`config.mk`:
```
export PLATFORM = sky130hd
export DESIGN_NAME = mdu_channel
export DESIGN_NICKNAME = d
export VERILOG_FILES = /design/src/rtl/mdu_pkg.sv /design/src/rtl/mdu_fifo.sv /design/src/rtl/mdu_tx.sv /design/src/rtl/mdu_rx.sv /design/src/rtl/mdu_channel.sv
export SDC_FILE = /design/constraint.sdc
export NUM_CORES = 1
export LEC_CHECK = 0
export BUFFER_PORTS_ARGS = -buffer_cell sky130_fd_sc_hd__buf_2
export CORE_MARGIN = 2
export CORE_UTILIZATION = 62
export CTS_CLUSTER_SIZE = 16
export DETAILED_ROUTE_END_ITERATION = 8
export PLACE_DENSITY = 0.89
export SLEW_MARGIN = 20
export SYNTH_ARGS = -nofsm -noshare
export SYNTH_HDL_FRONTEND = slang
export SYNTH_SLANG_ARGS = --single-unit
export TNS_END_PERCENT = 1
```
`constraint.sdc`:
```
create_clock -name clk -period 4.6 [get_ports clk]
set_input_delay 0.23 -clock clk [delete_from_list [all_inputs] [get_ports clk]]
set_output_delay 0.23 -clock clk [all_outputs]
set_load 0.01 [all_outputs]
```
`src/rtl/mdu_pkg.sv`:
```
package mdu_pkg;

  typedef enum logic [1:0] {
    PAR_EVEN = 2'b00,
    PAR_ODD  = 2'b01,
    PAR_NONE = 2'b10,
    PAR_ADDR = 2'b11
  } par_mode_e;

  // Control register, bit 7 down to bit 0
  typedef struct packed {
    logic      ad;
    logic      tx_en;
    logic      rx_en;
    logic      stop2;
    logic [1:0] len;
    par_mode_e mode;
  } ctrl_t;

  typedef struct packed {
    logic brk;
    logic fe;
    logic flag;
  } rx_stat_t;

  localparam int unsigned MAX_DATA = 8;

  function automatic logic [3:0] num_data(input logic [1:0] len);
    return 4'd5 + {2'b00, len};
  endfunction

  function automatic logic has_flag(input par_mode_e m);
    return m != PAR_NONE;
  endfunction

  function automatic logic [7:0] data_mask(input logic [1:0] len);
    return 8'hFF >> (2'd3 - len);
  endfunction

endpackage

```
`src/rtl/mdu_fifo.sv`:
```
module mdu_fifo #(
  parameter int unsigned W     = 8,
  parameter int unsigned DEPTH = 8
) (
  input  logic         clk,
  input  logic         rst_n,
  input  logic         push,
  input  logic [W-1:0] wdata,
  input  logic         pop,
  output logic [W-1:0] rdata,
  output logic         full,
  output logic         empty
);
  // DEPTH must be a power of two
  localparam int unsigned AW = $clog2(DEPTH);

  logic [W-1:0] mem [DEPTH];
  logic [AW:0]  wp_q, wp_d, rp_q, rp_d;
  logic         do_push, do_pop;

  always_comb begin
    empty   = (wp_q == rp_q);
    full    = (wp_q[AW] != rp_q[AW]) && (wp_q[AW-1:0] == rp_q[AW-1:0]);
    do_pop  = pop && !empty;
    do_push = push && (!full || do_pop);
    wp_d    = wp_q + (AW+1)'(do_push);
    rp_d    = rp_q + (AW+1)'(do_pop);
    rdata   = mem[rp_q[AW-1:0]];
  end

  always_ff @(posedge clk or negedge rst_n) begin
    if (!rst_n) begin
      wp_q <= '0;
      rp_q <= '0;
    end else begin
      wp_q <= wp_d;
      rp_q <= rp_d;
    end
  end

  always_ff @(posedge clk) begin
    if (do_push) mem[wp_q[AW-1:0]] <= wdata;
  end

  AST_NO_OVERFLOW: assert property (@(posedge clk) disable iff (!rst_n)
    (push && full && !pop) |=> full);
  AST_NO_UNDERFLOW: assert property (@(posedge clk) disable iff (!rst_n)
    (pop && empty && !push) |=> empty);

endmodule

```
`src/rtl/mdu_tx.sv`:
```
module mdu_tx
  import mdu_pkg::*;
#(
  parameter int unsigned OSR = 16
) (
  input  logic       clk,
  input  logic       rst_n,
  input  logic       tick,
  input  ctrl_t      ctrl,
  input  logic       fifo_empty,
  input  logic [7:0] fifo_data,
  output logic       fifo_pop,
  output logic       txd,
  output logic       busy
);
  localparam int unsigned FW = 1 + MAX_DATA + 1 + 2;
  localparam int unsigned CW = $clog2(OSR);

  logic          busy_q, busy_d;
  logic [FW-1:0] sh_q, sh_d;
  logic [CW-1:0] cnt_q, cnt_d;
  logic [3:0]    left_q, left_d;

  logic [FW-1:0] frame;
  logic [3:0]    nd, nbits;
  logic [7:0]    dm;
  logic          flag_bit;

  // Frame image built from the head byte and the control register
  always_comb begin
    nd = num_data(ctrl.len);
    dm = fifo_data & data_mask(ctrl.len);
    case (ctrl.mode)
      PAR_EVEN: flag_bit = ^dm;
      PAR_ODD:  flag_bit = ~^dm;
      PAR_ADDR: flag_bit = ctrl.ad;
      default:  flag_bit = 1'b1;
    endcase
    frame    = '1;
    frame[0] = 1'b0;
    for (int i = 0; i < MAX_DATA; i++) begin
      if (i < int'(nd)) frame[i+1] = dm[i];
    end
    if (has_flag(ctrl.mode)) frame[4'(nd + 4'd1)] = flag_bit;
    nbits = 4'd2 + nd + {3'b000, has_flag(ctrl.mode)} + {3'b000, ctrl.stop2};
  end

  always_comb begin
    busy_d   = busy_q;
    sh_d     = sh_q;
    cnt_d    = cnt_q;
    left_d   = left_q;
    fifo_pop = 1'b0;
    if (!busy_q) begin
      if (ctrl.tx_en && !fifo_empty) begin
        fifo_pop = 1'b1;
        busy_d   = 1'b1;
        sh_d     = frame;
        cnt_d    = '0;
        left_d   = nbits;
      end
    end else if (tick) begin
      if (cnt_q == CW'(OSR-1)) begin
        cnt_d  = '0;
        sh_d   = {1'b1, sh_q[FW-1:1]};
        left_d = left_q - 4'd1;
        if (left_q == 4'd1) busy_d = 1'b0;
      end else begin
        cnt_d = cnt_q + CW'(1);
      end
    end
  end

  always_ff @(posedge clk or negedge rst_n) begin
    if (!rst_n) begin
      busy_q <= 1'b0;
      sh_q   <= '1;
      cnt_q  <= '0;
      left_q <= '0;
    end else begin
      busy_q <= busy_d;
      sh_q   <= sh_d;
      cnt_q  <= cnt_d;
      left_q <= left_d;
    end
  end

  assign txd  = sh_q[0];
  assign busy = busy_q;

  AST_TX_BIT_HOLD: assert property (@(posedge clk) disable iff (!rst_n)
    (busy_q && $past(busy_q) && !($past(tick) && $past(cnt_q) == CW'(OSR-1)))
      |-> $stable(txd));

endmodule

```
`src/rtl/mdu_rx.sv`:
```
module mdu_rx
  import mdu_pkg::*;
#(
  parameter int unsigned OSR = 16
) (
  input  logic       clk,
  input  logic       rst_n,
  input  logic       tick,
  input  logic       rxd,
  input  ctrl_t      ctrl,
  output logic       frm_valid,
  output logic [7:0] frm_data,
  output rx_stat_t   frm_stat
);
  localparam int unsigned CW   = $clog2(OSR);
  localparam int unsigned HALF = OSR / 2;
  localparam int unsigned BW   = MAX_DATA + 2;

  typedef enum logic [2:0] {S_IDLE, S_START, S_BITS, S_DONE, S_WAITHI} st_e;

  logic          rx_s1, rx_s2;
  st_e           st_q, st_d;
  logic [CW-1:0] cnt_q, cnt_d;
  logic [3:0]    idx_q, idx_d;
  logic [BW-1:0] buf_q, buf_d;

  logic [3:0] nd, last;
  logic       hf, fb, stop_ok;
  logic [7:0] dm;

  always_ff @(posedge clk or negedge rst_n) begin
    if (!rst_n) begin
      rx_s1 <= 1'b1;
      rx_s2 <= 1'b1;
    end else begin
      rx_s1 <= rxd;
      rx_s2 <= rx_s1;
    end
  end

  always_comb begin
    nd      = num_data(ctrl.len);
    hf      = has_flag(ctrl.mode);
    last    = nd + {3'b000, hf};
    dm      = buf_q[7:0] & data_mask(ctrl.len);
    fb      = buf_q[nd];
    stop_ok = buf_q[last];
  end

  always_comb begin
    st_d  = st_q;
    cnt_d = cnt_q;
    idx_d = idx_q;
    buf_d = buf_q;
    case (st_q)
      S_IDLE: begin
        cnt_d = '0;
        if (tick && !rx_s2) st_d = S_START;
      end
      S_START: if (tick) begin
        if (cnt_q == CW'(HALF-1)) begin
          cnt_d = '0;
          idx_d = '0;
          st_d  = rx_s2 ? S_IDLE : S_BITS;
        end else begin
          cnt_d = cnt_q + CW'(1);
        end
      end
      S_BITS: if (tick) begin
        if (cnt_q == CW'(OSR-1)) begin
          cnt_d        = '0;
          buf_d[idx_q] = rx_s2;
          if (idx_q == last) st_d = S_DONE;
          else               idx_d = idx_q + 4'd1;
        end else begin
          cnt_d = cnt_q + CW'(1);
        end
      end
      S_DONE:   st_d = stop_ok ? S_IDLE : S_WAITHI;
      S_WAITHI: if (rx_s2) st_d = S_IDLE;
      default:  st_d = S_IDLE;
    endcase
  end

  always_ff @(posedge clk or negedge rst_n) begin
    if (!rst_n) begin
      st_q  <= S_IDLE;
      cnt_q <= '0;
      idx_q <= '0;
      buf_q <= '0;
    end else begin
      st_q  <= st_d;
      cnt_q <= cnt_d;
      idx_q <= idx_d;
      buf_q <= buf_d;
    end
  end

  always_comb begin
    frm_valid     = (st_q == S_DONE);
    frm_data      = dm;
    frm_stat.fe   = !stop_ok;
    frm_stat.brk  = !stop_ok && (dm == 8'h00) && !(hf && fb);
    case (ctrl.mode)
      PAR_EVEN: frm_stat.flag = fb != (^dm);
      PAR_ODD:  frm_stat.flag = fb != (~^dm);
      PAR_ADDR: frm_stat.flag = fb;
      default:  frm_stat.flag = 1'b0;
    endcase
  end

endmodule

```
`src/rtl/mdu_channel.sv`:
```
module mdu_channel
  import mdu_pkg::*;
#(
  parameter int unsigned OSR      = 16,
  parameter int unsigned TX_DEPTH = 8,
  parameter int unsigned RX_DEPTH = 8
) (
  input  logic       clk,
  input  logic       rst_n,
  input  logic       baud_tick,
  input  logic       reg_wr,
  input  logic [7:0] reg_wdata,
  input  logic       tx_wr,
  input  logic [7:0] tx_data,
  output logic       tx_full,
  output logic       tx_empty,
  output logic       txd,
  input  logic       rxd,
  input  logic       rx_rd,
  output logic [7:0] rx_data,
  output logic [2:0] rx_stat,
  output logic       rx_rdy,
  output logic       rx_overrun
);
  localparam int unsigned SW = $bits(rx_stat_t);

  ctrl_t      ctrl_q, ctrl_d;
  logic       ovr_q, ovr_d;

  logic       txf_empty, txf_pop, tx_busy;
  logic [7:0] txf_data;

  logic       frm_valid, accept;
  logic [7:0] frm_data;
  rx_stat_t   frm_stat;
  logic       rxf_full, rxf_empty, rsf_full, rsf_empty;
  logic       md_sleep;

  always_comb begin
    ctrl_d   = reg_wr ? ctrl_t'(reg_wdata) : ctrl_q;
    md_sleep = (ctrl_q.mode == PAR_ADDR) && !ctrl_q.rx_en;
    // Address filter: sleeping multidrop receiver keeps address and error frames
    accept   = frm_valid &&
               (ctrl_q.rx_en ||
                ((ctrl_q.mode == PAR_ADDR) && (frm_stat.flag || frm_stat.fe)));
    ovr_d    = (ovr_q && !rx_rd) || (accept && rxf_full && !rx_rd);
  end

  always_ff @(posedge clk or negedge rst_n) begin
    if (!rst_n) begin
      ctrl_q <= '0;
      ovr_q  <= 1'b0;
    end else begin
      ctrl_q <= ctrl_d;
      ovr_q  <= ovr_d;
    end
  end

  mdu_fifo #(.W(8), .DEPTH(TX_DEPTH)) u_txq (
    .clk(clk), .rst_n(rst_n), .push(tx_wr), .wdata(tx_data), .pop(txf_pop),
    .rdata(txf_data), .full(tx_full), .empty(txf_empty)
  );

  mdu_tx #(.OSR(OSR)) u_tx (
    .clk(clk), .rst_n(rst_n), .tick(baud_tick), .ctrl(ctrl_q),
    .fifo_empty(txf_empty), .fifo_data(txf_data), .fifo_pop(txf_pop),
    .txd(txd), .busy(tx_busy)
  );

  mdu_rx #(.OSR(OSR)) u_rx (
    .clk(clk), .rst_n(rst_n), .tick(baud_tick), .rxd(rxd), .ctrl(ctrl_q),
    .frm_valid(frm_valid), .frm_data(frm_data), .frm_stat(frm_stat)
  );

  mdu_fifo #(.W(8), .DEPTH(RX_DEPTH)) u_rxq (
    .clk(clk), .rst_n(rst_n), .push(accept), .wdata(frm_data), .pop(rx_rd),
    .rdata(rx_data), .full(rxf_full), .empty(rxf_empty)
  );

  mdu_fifo #(.W(SW), .DEPTH(RX_DEPTH)) u_rsq (
    .clk(clk), .rst_n(rst_n), .push(accept), .wdata(frm_stat), .pop(rx_rd),
    .rdata(rx_stat), .full(rsf_full), .empty(rsf_empty)
  );

  assign tx_empty   = !tx_busy && txf_empty;
  assign rx_rdy     = !rxf_empty;
  assign rx_overrun = ovr_q;

  AST_IDLE_LINE_HIGH: assert property (@(posedge clk) disable iff (!rst_n)
    tx_empty |-> txd);
  AST_SLEEP_FILTER: assert property (@(posedge clk) disable iff (!rst_n)
    ($rose(rx_rdy) && $past(md_sleep)) |-> (rx_stat[0] || rx_stat[1]));
  AST_QUEUES_ALIGNED: assert property (@(posedge clk) disable iff (!rst_n)
    (rxf_empty == rsf_empty) && (rxf_full == rsf_full));

endmodule

```
==> results.tsv, run 1 <==
metric	value	unit
status	completed	
final worst slack	631	ps
Initial DRC Count	509	
Clk pwr share	28.6	%
Critical path origin	ctrl_q[2]$_DFFE_PN0P_	
post_cts resized	0	
unrepaired setup endpoints after global routing	no	
Slew Limit Fails	0	
critical path arrival	4110	ps
Pwr Total	5.94	mW
CTS tree	done	
Crit path max-delay family	compound AO/OA/AOI/OAI gates	
Post-DRT Antenna Nets	0	
reg2reg setup slack	630	ps
total core area	16300	um2
post-layout min period	3970	ps
Finished Core Util	70.5	%
vias in the first global route	6238	
critical path capture point type	flip-flop	
worst slew pin tran	926	ps
Setup TNS	0	ps
Most used DFF post-synth	edfxtp_1	
Async SR Flop Fraction	33.6	%
Finished Layout Cells	998	
Die Area	17600	um2
Critical Path, Cell by Cell	inv_1 -> ha_1 -> fa_1 -> mux4_2 -> o2bb2ai_1 -> a21o_1 -> a21oi_1 -> a21boi_0 -> nand2b_1 -> nor3_1	
Critical Path Start Type	flip-flop	
ant diodes	0	
Clock transition at path regs	70	ps
layout cells sized above 1	20.4	%
Synth Warn #	0	
Place WS	770	ps
Setup Fix Bufs, Post-CTS	0	
root buf cell	clkbuf_16	
worst skew pair latency	510	ps
internal power	4.13	mW
r2r startpoint	ctrl_q[2]$_DFFE_PN0P_	
hpwl dp	13800	um
CP required	4740	ps
Cell Rows	47	
Initial Util	62.8	%
filler instances	1031	
Clock Path Buffers	3	
CP max stage delay	590	ps
Max-cap violations	0	
Comb power frac	23.3	%
H-tree Lvls	1	
Static Leak	4.28	nW
syn avg cell area	14.6	um2
Crit path buffers/inverters	1	
Power Density	515	nW/um2
io pins	39	
gr usage total	24.8	%
number of flops mapped to enable cells by yosys	152	
PortBufs	38	
Die W	133	um
Crit. path cell count	10	
first-pass GRT wire length	33900	um
sequential power share	48.1	%
Nets	821	
chip height	133	um
CTS Hold Bufs	15	
clock skew	18.7	ps
Syn Nets	763	
via count	6092	
Setup crit end	u_rsq.mem[0][0]$_DFFE_PP_	
Peak VDD IR	0.383	mV
clock sinks	229	
RR Endpoint	u_rsq.mem[0][0]$_DFFE_PP_	
remaining global-route overflow	0	
DRC Markers	0	
worst-path fanout max	9	
Routed WL	21200	um
critical setup path kind	reg -> reg	
Max Freq	252	MHz
final worst-path cycle share	86.3	%
Psw	1.81	mW
DRT Pass-1 Iters	5	
Max transition margin	38.0	%
WL per Instance	21.3	um
Hold WC Path Type	in -> reg	
Seq/Total Area, Yosys	63.4	%
Final Wtd Congestion	0.862	
largest net degree at the start of global routing	78	
Final Hold Viols	0	
slowest cell on the critical path	dfrtp_1	
Yosys cell types	55	
Inst Count DP	940	
FF-to-FF path depth	10	
Post-Syn Area	10300	um2
Area Growth Syn to Fin	12.4	%
initial antenna violation count	0	
cts bufs inserted	23	
post-synthesis instance total	703	
switching share of total power	30.5	%
final setup vio count	0	
Vias/cell	6.10	
#FFs+latches synth	229	
==> worst register-to-register path, cell delays in order (launching register included) <==
cell	delay (ps)
dfrtp_1	590
inv_1	220
ha_1	270
fa_1	440
mux4_2	310
o2bb2ai_1	210
a21o_1	200
a21oi_1	280
a21boi_0	420
nand2b_1	220
nor3_1	440
==> metrics by stage <==
step	hold WS, ps	cell area (um2)
floorplan	-65.6	10300
global placement	339	10700
detailed placement	344	10700
CTS	0.339	11500
global route	1.11	11500
finish	1.21	11500
==> power by group through the flow <==
stage / clock, mW / sequential [mW] / combinational (mW)
finish: 1.70 / 2.86 / 1.39
global route: 1.79 / 2.90 / 1.52
CTS: 1.71 / 2.85 / 1.39
detailed placement: 0 / 2.88 / 1.34
global placement: 0 / 2.85 / 1.26
floorplan: 0 / 2.69 / 1.13
==> per-layer routing <==
metal | up-vias | routed length (um) | GRT usage (%)
met5 | - | 0 | 0
met4 | 0 | 476 | 7.11
met3 | 44 | 1160 | 3.68
met2 | 222 | 11100 | 43.2
met1 | 3088 | 8430 | 33.0
li1 | 2738 | - | -
==> cell families after synthesis <==
family | Yosys count | share of synthesized area (%)
flip-flops | 229 | 63.4
AO/OA/AOI/OAI | 85 | 5.24
multiplexers | 80 | 12.6
AND/OR/NAND/NOR | 172 | 7.95
adder cells (fa/ha/maj) | 39 | 4.85
buffers and inverters | 58 | 2.20
XOR/XNOR | 40 | 3.70
==> flip-flops by register name (all words and copies together), names as in the netlist, 8 cells and up <==
name and count:
u_rxq.mem 64, u_txq.mem 64, u_rsq.mem 24, u_tx.sh_q 12, u_rx.buf_q 10, ctrl_q 8
==> placed cells by master (no fill, tap or decap), types with 5 or more instances in the layout <==
| cell type | Yosys | final |
|---|---|---|
| a21oi_1 | 18 | 18 |
| a31oi_1 | 5 | 5 |
| buf_2 | 3 | 37 |
| buf_4 | 1 | 9 |
| clkbuf_1 | 22 | 10 |
| clkbuf_16 | 0 | 23 |
| dfrtp_1 | 63 | 63 |
| dfstp_2 | 14 | 14 |
| dlygate4sd3_1 | 0 | 15 |
| edfxtp_1 | 152 | 152 |
| ha_1 | 35 | 35 |
| inv_1 | 28 | 28 |
| mux2_2 | 24 | 24 |
| mux2i_1 | 19 | 19 |
| mux4_2 | 37 | 37 |
| nand2_1 | 46 | 46 |
| nand2b_1 | 15 | 15 |
| nand3_1 | 22 | 22 |
| nor2_1 | 45 | 45 |
| nor2b_1 | 6 | 6 |
| nor3_1 | 12 | 12 |
| o21ai_0 | 22 | 22 |
| o22ai_1 | 9 | 9 |
| xnor2_1 | 19 | 19 |
| xor2_1 | 19 | 19 |
==> cells in the mapped netlist (all sizes together) (2+ instances only) <==
library cell	count	area share [%]
inv	28	1.0
nand3	22	1.1
nor3b	4	0.29
o31ai	4	0.29
mux2i	19	1.9
maj3	2	0.20
nor2	45	1.6
nand2	46	1.7
a22oi	4	0.29
mux2	24	2.6
dfrtp	63	15
a21oi	18	0.88
buf	7	0.33
a31oi	5	0.30
clkbuf	22	0.80
a211oi	3	0.22
o2bb2ai	2	0.17
nor4	2	0.12
and2	2	0.12
and3	3	0.18
or2	4	0.24
o32ai	2	0.17
a21boi	3	0.22
or3	3	0.18
a41oi	3	0.26
dfstp	14	3.6
o21ai	23	1.2
a21o	2	0.15
xnor3	2	0.45
nor2b	6	0.37
nor3	12	0.59
mux4	37	8.1
edfxtp	152	44
nand4	4	0.24
o22ai	9	0.55
xor2	19	1.6
nand3b	3	0.22
xnor2	19	1.6
nand2b	15	0.91
ha	35	4.3
fa	2	0.39
==> area by class of cell <==
class	count	area (um2)	share of cell area [%]
tap	220	275	2.39
sequential	229	6510	56.5
inverter	29	109	0.944
multi-input combinational	416	3530	30.6
clock buffer	34	627	5.44
clock inverter	8	48.8	0.423
timing repair buffer	62	430	3.73
==> worst min path at each step <==
stage          depth (start not counted)  slack (ps)                     to    startpoint
2_1_floorplan                          0         -70  ctrl_q[0]$_DFFE_PN0P_         rst_n
3_3_place_gp                           1         340   u_rx.rx_s1$_DFF_PN1_           rxd
3_5_place_dp                           1         340   u_rx.rx_s1$_DFF_PN1_           rxd
4_1_cts                                2         0.3  ctrl_q[1]$_DFFE_PN0P_  reg_wdata[1]
5_1_grt                                3           1  ctrl_q[4]$_DFFE_PN0P_  reg_wdata[4]
6_report                               2           1  ctrl_q[1]$_DFFE_PN0P_  reg_wdata[1]
(Power assumes the default switching activity.)
==> inputs of run 2 (changes only) <==
Settings changed: CORE_MARGIN 2 to default, CTS_CLUSTER_DIAMETER from default to 30.
==> run 2 against run 1 <==
  * Critical endpoint unchanged
  * Largest power group unchanged
  * Final cell count grew 2.6%
  * Utilization up 5.7 points
  * Clock power rose by 70%
==> results.tsv, run 2 (same netlist as run 1, synthesis figures left out) <==
metric	value	unit
CP required	4740	ps
largest net degree at the start of global routing	78	
remaining global-route overflow	0	
critical path capture point type	flip-flop	
Static Leak	4.60	nW
Hold WC Path Type	in -> reg	
worst skew pair latency	510	ps
Slew Limit Fails	0	
post-route cell area	12200	um2
chip height	131	um
initial antenna violation count	1	
Area Growth Syn to Fin	18.9	%
first-pass GRT wire length	36800	um
final worst slack	551	ps
Finished Core Util	76.2	%
Vias/cell	6.29	
CTS Hold Bufs	18	
worst-path fanout max	9	
most common cell after layout, fill and taps aside	edfxtp_1	
root buf cell	clkbuf_16	
Pwr Total	7.19	mW
Clock Path Buffers	3	
via count	6441	
Power Density	590	nW/um2
Crit path buffers/inverters	1	
critical path arrival	4190	ps
Initial DRC Count	594	
H-tree Lvls	2	
Crit path max-delay family	compound AO/OA/AOI/OAI gates	
Setup Fix Bufs, Post-CTS	0	
unrepaired setup endpoints after global routing	no	
post-layout min period	4050	ps
final worst-path cycle share	88.0	%
Critical Path Start Type	flip-flop	
io pins	39	
Post-DRT Antenna Nets	0	
Die W	131	um
PortBufs	38	
Max-cap violations	0	
Max Freq	247	MHz
most frequent cells in the layout	edfxtp_1 (152), dfrtp_1 (62), nand2_1 (46), nor2_1 (45), clkbuf_16 (41)	
worst slew pin tran	1150	ps
slowest cell on the critical path	dfrtp_1	
Cell Rows	46	
WL per Instance	23.3	um
critical setup path kind	reg -> reg	
ant diodes	0	
Place WS	781	ps
Max transition margin	23.2	%
Final Hold Viols	0	
CP max stage delay	570	ps
Peak VDD IR	0.459	mV
Routed WL	23800	um
gr usage total	29.6	%
CTS tree	done	
Nets	839	
vias in the first global route	6654	
hpwl dp	14200	um
area post-placement	10700	um2
layout cells sized above 1	23.5	%
Critical Path, Cell by Cell	inv_1 -> ha_1 -> fa_1 -> mux4_2 -> o2bb2ai_1 -> a21o_1 -> a21oi_1 -> a21boi_0 -> nand2b_1 -> nor3_1	
final setup vio count	0	
Die Area	17100	um2
clock skew	22.6	ps
Setup TNS	0	ps
status	completed	
total core area	16000	um2
DRT Pass-1 Iters	5	
Initial Util	64.1	%
DRC Markers	0	
Final Wtd Congestion	0.882	
clock sinks	229	
cts bufs inserted	38	
Clock transition at path regs	50	ps
post_cts resized	0	
-- run 2: through the flow --
stage                     instances  hold slack [ps]
after floorplan                 703            -65.6
after global placement          936              345
after detailed placement        936              344
after CTS                      1023             4.56
after global routing           1024             16.4
final                          1024             23.7
-- run 2: layer usage --
layer	track usage, %	part of all wire [%]
met4	13.8	3.7
met3	6.47	7.0
met1	37.8	39
met5	0	0.050
met2	48.9	50
-- run 2: worst register-to-register path: stages, from the launching register on --
cell       delay [ps]
dfrtp_1           570
inv_1             220
ha_1              260
fa_1              440
mux4_2            310
o2bb2ai_1         210
a21o_1            200
a21oi_1           310
a21boi_0          460
nand2b_1          250
nor3_1            450
-- run 2: layout make-up --
class | instances | area (um2)
Inverter | 29 | 109
Fill cell | 890 | 3810
Multi-Input combinational cell | 416 | 3520
Clock inverter | 24 | 258
Timing Repair Buffer | 65 | 460
Tap cell | 216 | 270
Sequential cell | 229 | 6510
Clock buffer | 45 | 1060
-- run 2: where the power goes --
group | internal (mW) | switching, mW | leakage (nW) | total (mW)
Clock | 1.89 | 1.00 | 0.640 | 2.89
Combinational | 0.663 | 0.706 | 1.73 | 1.37
Sequential | 2.52 | 0.413 | 2.24 | 2.94
-- run 2: worst paths after layout --
check	start	endpoint	slack [ps]	depth (start not counted)
setup / recovery	ctrl_q[2]$_DFFE_PN0P_	u_rsq.mem[0][0]$_DFFE_PP_	550	10
hold / removal	tx_data[7]	u_txq.mem[6][7]$_DFFE_PP_	20	1
setup reg to reg	ctrl_q[2]$_DFFE_PN0P_	u_rsq.mem[0][0]$_DFFE_PP_	550	10
hold reg to reg	u_rx.rx_s1$_DFF_PN1_	u_rx.rx_s2$_DFF_PN1_	350	0
max in group asynchronous	rst_n	u_rx.rx_s1$_DFF_PN1_	3730	3
min in group asynchronous	rst_n	u_rsq.rp_q[3]$_DFF_PN0_	200	2
